### src/rtl/chan_regbank.sv
module chan_regbank #(
  parameter int DW = 8,
  parameter int AW = 4
) (
  input  logic          clk,
  input  logic          rst,
  input  logic          wr_en,
  input  logic          rd_en,
  input  logic [AW-1:0] addr,
  input  logic [DW-1:0] wdata,
  input  logic [DW-1:0] rr_norm,
  output logic [DW-1:0] rdata,
  output logic [DW-1:0] flag_pat,
  output logic          fifo_en,
  output logic          hdlc_en,
  output logic          xrd_en
);
  localparam int HDLC_BIT = 0;
  localparam int FIFO_BIT = 2;
  localparam int XRD_BIT  = 6;

  logic [DW-1:0] r3, r4, r5, r7, r7s, r10, r15;

  always_ff @(posedge clk) begin
    if (rst) begin
      r3 <= '0; r4 <= '0; r5 <= '0; r7 <= '0;
      r7s <= '0; r10 <= '0; r15 <= '0;
    end else if (wr_en) begin
      case (addr)
        AW'(3):  r3  <= wdata;
        AW'(4):  r4  <= wdata;
        AW'(5):  r5  <= wdata;
        AW'(7):  if (r15[HDLC_BIT]) r7s <= wdata; else r7 <= wdata;
        AW'(10): r10 <= wdata;
        AW'(15): r15 <= wdata;
        default: ;
      endcase
    end
  end

  assign hdlc_en  = r15[HDLC_BIT];
  assign fifo_en  = r15[FIFO_BIT];
  assign xrd_en   = r15[HDLC_BIT] & r7s[XRD_BIT];
  assign flag_pat = r7;

  logic [DW-1:0] rd_mux;
  always_comb begin
    rd_mux = rr_norm;
    if (xrd_en) begin
      case (addr)
        AW'(4):  rd_mux = r4;
        AW'(5):  rd_mux = r5;
        AW'(9):  rd_mux = r3;
        AW'(11): rd_mux = r10;
        AW'(14): rd_mux = r7s;
        default: ;
      endcase
    end else if (addr == AW'(9)) begin
      rd_mux = '0;
    end
  end

  assign rdata = (rd_en && !wr_en) ? rd_mux : '0;
endmodule


### config.mk
export PLATFORM = sky130hd
export DESIGN_NAME = chan_regbank
export DESIGN_NICKNAME = d
export VERILOG_FILES = /design/src/rtl/chan_regbank.sv
export SDC_FILE = /design/constraint.sdc
export NUM_CORES = 1
export LEC_CHECK = 0
export CORE_MARGIN = 5
export CORE_UTILIZATION = 55
export DETAILED_ROUTE_END_ITERATION = 7
export DONT_BUFFER_PORTS = 1
export HOLD_SLACK_MARGIN = 0.05
export PLACE_DENSITY = 0.7
export SYNTH_ARGS = -nofsm -noshare
export SYNTH_HDL_FRONTEND = slang
export SYNTH_SLANG_ARGS = --single-unit
### constraint.sdc
create_clock -name clk -period 2.39 [get_ports clk]
set_clock_uncertainty 0.2 [all_clocks]
set_input_delay 0.478 -clock clk [delete_from_list [all_inputs] [get_ports clk]]
set_output_delay 0.478 -clock clk [all_outputs]
set_load 0.01 [all_outputs]
# Word-level counts from Yosys, hierarchy flattened
# Cells that the tools add are included.
[totals] regBits=51
[op_classes] eq_ne=9 mux=4 bitwise=2 reduce_logical=9
[op_table] op="8-bit one-hot mux with 5 select lines" count=1
[op_table] op="8-bit two-way mux" count=3
[op_table] op="4-bit equality test (second input constant)" count=5
[op_table] op="4-bit by 3-bit equality test with 1-bit output (second input constant)" count=3
[op_table] op="2-bit AND reduction" count=5
[op_table] op="3-bit AND reduction" count=2
[op_table] op="4-bit by 2-bit equality test with 1-bit output (second input constant)" count=1
[op_table] op="1-bit AND" count=1
[op_table] op="1-bit logical AND" count=1
[op_table] op="1-bit logical NOT" count=1
[op_table] op="1-bit NOT" count=1

# Longest topological paths before layout
[depth] word_depth=4 ltp_mapped=6 ltp_nobuf=4

# Least setup slack after synthesis
# OpenSTA, ideal clock, no wires.
[synth_path] path_kind="input to output" from="input port addr[3]" to="output port rdata[6]" t_arrival_ps=1667 required_time_ps=1712 slack_ps=45 cell_stages=6 n_path_buf=2 path_cell_list="or3b_1 buf_2 clkbuf_1 o22ai_1 a211oi_1 nor3_1"
[synth_via] elab_chain_len=4
[synth_lines] item="start: declaration" line="9" source="input logic [AW-1:0] addr,"
[synth_lines] item="4-bit equality test (tied with other cells)" line="50" source="case (addr)"
[synth_lines] item="8-bit one-hot mux with 5 select lines / 8-bit two-way mux (equally long branches)" line="50, 58"
[synth_lines] item="8-bit two-way mux *" line="49" source="if (xrd_en) begin"
[synth_lines] item="8-bit two-way mux *" line="63" source="assign rdata = (rd_en && !wr_en) ? rd_mux : '0;"
[synth_lines] item="end: declaration" line="12" source="output logic [DW-1:0] rdata,"
# Every way passes the cells marked *; elsewhere a longest branch is shown, timed or not.

# Worst setup path after layout
[layout_path] from="register r4[2]" to="output port rdata[2]"
[layout_via] elab_chain_len=3
[layout_lines] item="start: declaration" line="22" source="logic [DW-1:0] r3, r4, r5, r7, r7s, r10, r15;"
[layout_lines] item="start signal: assignment" line="31" source="AW'(4): r4 <= wdata;"
[layout_lines] item="8-bit one-hot mux with 5 select lines" line="50"
[layout_lines] item="8-bit two-way mux" line="49"
[layout_lines] item="8-bit two-way mux" line="63"
# Every way passes these cells.

==> results.yml <==
flow_run:
  cap_viol_max_count: 0
synth:
  synth_nets: 303
  synth_area_um2: 2390
  ys_warn_count: 0
  syn-instance-count: 279
  syn_area_per_cell_um2: 8.57
  synth_top_area_share: 0.419
  synth_seq_cells: 50
  ys_seq_area_frac: 0.419
  synth_edf_count: 0
  yosys.cell_types.count: 30
  synth_top_area_cell: "dfxtp_1"
  yosys-top-cells-area: "dfxtp_1, mux2i_1, nor2_1"
  async_reset_ff_frac: 0
  synth-main-ff-cell: "dfxtp_1"
  ys_top_cells_by_count: "dfxtp_1, nor2_1, mux2i_1"
cts:
  cts_buffer_depth: 2
  cts_tree: "built"
  cts_sinks: 50
  clk_pin_slew_ns: 0.09
  clock_latency_ns: 0.30
  clock-root-buffer: "clkbuf_8"
  cts_buffers: 5
  h-tree-depth: 2
placement:
  gp_congestion: 0.804
  portBuffers: 0
  dp_hpwl_mm: 4.22
critical_path:
  critPathLaunch: "r4[2]$_SDFFE_PP0P_"
  critPathRequiredTime_ns: 1.71
  critPathMaxFanout: 2
  critPathArrivalTime_ns: 1.69
  crit_chain: "or3b_2, a21oi_2, a2111oi_2, nor3_1, buf_4"
  crit_path_start_kind: "flip-flop"
  worst_path_largest_cell_delay_ns: 0.46
  end_kind: "output port"
  rrSetupSlack_ns: 0.63
  reg2reg_to: "flag_pat[5]$_SDFFE_PP0P_"
  ff2ff_path_depth: 5
  critPathKind: "reg2out"
  slowest_stage: "or3b_2"
  r2r-start: "r15[0]$_SDFFE_PP0P_"
routing:
  wl_mm: 6.15
  drt_pass1_iterations: 4
  drc: 0
  vias: 2021
  routed_via_density: 5.86
  drt_iter0_markers: 132
  wl_per_cell_um: 17.8
  ant_nets: 0
sta:
  period_needed_ns: 2.37
  max_freq_ghz: 0.423
  post-route-period-util: 0.990
  maxSlewViolCount: 0
  hold_viol: 0
  tightest_slew_ns: 0.506
  relSlewSlack: 0.663
  setup_viol: 0
  rsz0062_at_grt: "yes"
layout:
  areaGrowthSynthToFinish_pct: 19.4
  fin_util: 0.665
  final_nets: 316
  layout-drive-gt1-share: 0.253
  diodes: 0
  fillers: 356
floorplanning:
  die_y_um: 75.9
  core_area_um2: 4290
  dieArea_um2: 5770
  rows: 24
  start_util: 0.557
  pin_count: 43
  fp.dieW_um: 75.9
global_routing:
  antenna_found_initial: 0
  grt_pass1_vias: 1892
  grt_max_degree: 51
  grt_pass1_wl_mm: 9.92
  grt_overflow: 0
  grtUsageTotal: 0.213
worst_hold_path:
  whs_path_depth: 2
  hold_path_end: "r5[4]$_SDFFE_PP0P_"
  hp-start: "wdata[4]"
  hold_path.class: "in2reg"
run_status:
  status: "finished, final reports clean"
power:
  power_density_nw_per_um2: 544
  fin_total_pwr_w: 0.00155
  cellLeakagePower_nw: 1.05
  peakVddDrop_v: 0.000425
## repair_timing
| action | 4_1_cts | 5_1_grt |
|---|---|---|
| pin swaps | 5 | 9 |
| resized for setup | 19 | 25 |
| endpoints found under the hold margin | 50 | 0 |
| setup buffers | 2 | 0 |
| hold buffers | 1 | 0 |
| endpoints found under the setup margin | 8 | 8 |
## worst max-delay path: cells and delay by family, from the launching register on
family,cells,cell delay [ns]
AOI/OAI and AO/OA,2,0.28
and+or+nand+nor,2,0.63
DFF,1,0.34
buffers and inverters,1,0.15
## routing by layer
layer  vias to the layer above  global-route usage  share of wire
li1                       1002                   -              -
met1                       928               0.286           0.44
met2                        76               0.318           0.45
met3                        15              0.0664          0.085
met4                         0              0.0783          0.022
met5                         -                   0              0
## sequential cells by signal, summed over array words and instances (netlist names)
register / flops
r5: 8
r3: 8
r7s: 8
r10: 8
r15: 2
r4: 8
flag_pat: 8
## metrics by stage
| stage | TNS (ns) | hold slack, ns | area (um^2) | instances | setup slack, ns |
|---|---|---|---|---|---|
| 4_1_cts | -0.00277 | 0.0962 | 2750 | 345 | -0.00277 |
| 3_5_place_dp | -0.0632 | 0.262 | 2550 | 334 | -0.0632 |
| 6_report | 0 | 0.0997 | 2850 | 345 | 0.0246 |
| 5_1_grt | -0.0689 | 0.0969 | 2850 | 345 | -0.0309 |
| 3_3_place_gp | -0.0190 | 0.257 | 2550 | 334 | -0.0190 |
| 2_1_floorplan | 0 | 0.253 | 2390 | 279 | 0.0453 |
## power breakdown
group,leakage [nW],internal (W),switching (W),total [W]
Clock,0.0514,0.000313,0.000282,0.000595
Sequential,0.407,0.000842,0.00000592,0.000847
Combinational,0.594,0.0000511,0.0000585,0.000110
Total,1.05,0.00121,0.000346,0.00155
## cell usage in the layout, fill, tap and decap left out, drive strengths merged, types with 9 or more instances in the layout
cell	synthesis	layout
nand2	26	26
mux2i	43	43
buf	10	27
or3b	9	9
o21ai	10	10
a21oi	15	15
dfxtp	50	50
nor2	50	50
nor3	9	9
## kinds of logic after synthesis
| group | count (synthesis) | share of synthesized area |
|---|---|---|
| muxes | 43 | 0.180 |
| and+or+nand+nor | 114 | 0.229 |
| AOI/OAI and AO/OA | 50 | 0.131 |
| DFF | 50 | 0.419 |
| buffers and inverters | 22 | 0.0413 |
## worst max path at each step
stage	end	slack [ns]	cells after the start
floorplan	rdata[6]	0.05	6
global placement	rdata[4]	-0.02	7
detailed placement	rdata[7]	-0.06	7
CTS	rdata[7]	-0.003	6
global route	rdata[2]	-0.03	6
finish	rdata[2]	0.02	5
## final cells by class
cell class,count,area (um^2),area share
flip-flops and latches,50,1010,0.354
multi-input cells,207,1440,0.505
clock buffers,6,72.6,0.0254
repair buffers,27,219,0.0767
inverters,1,7.51,0.00263
clock inverters,2,37.5,0.0132
well taps,52,65.1,0.0228
Power figures use the tool's default switching activity.
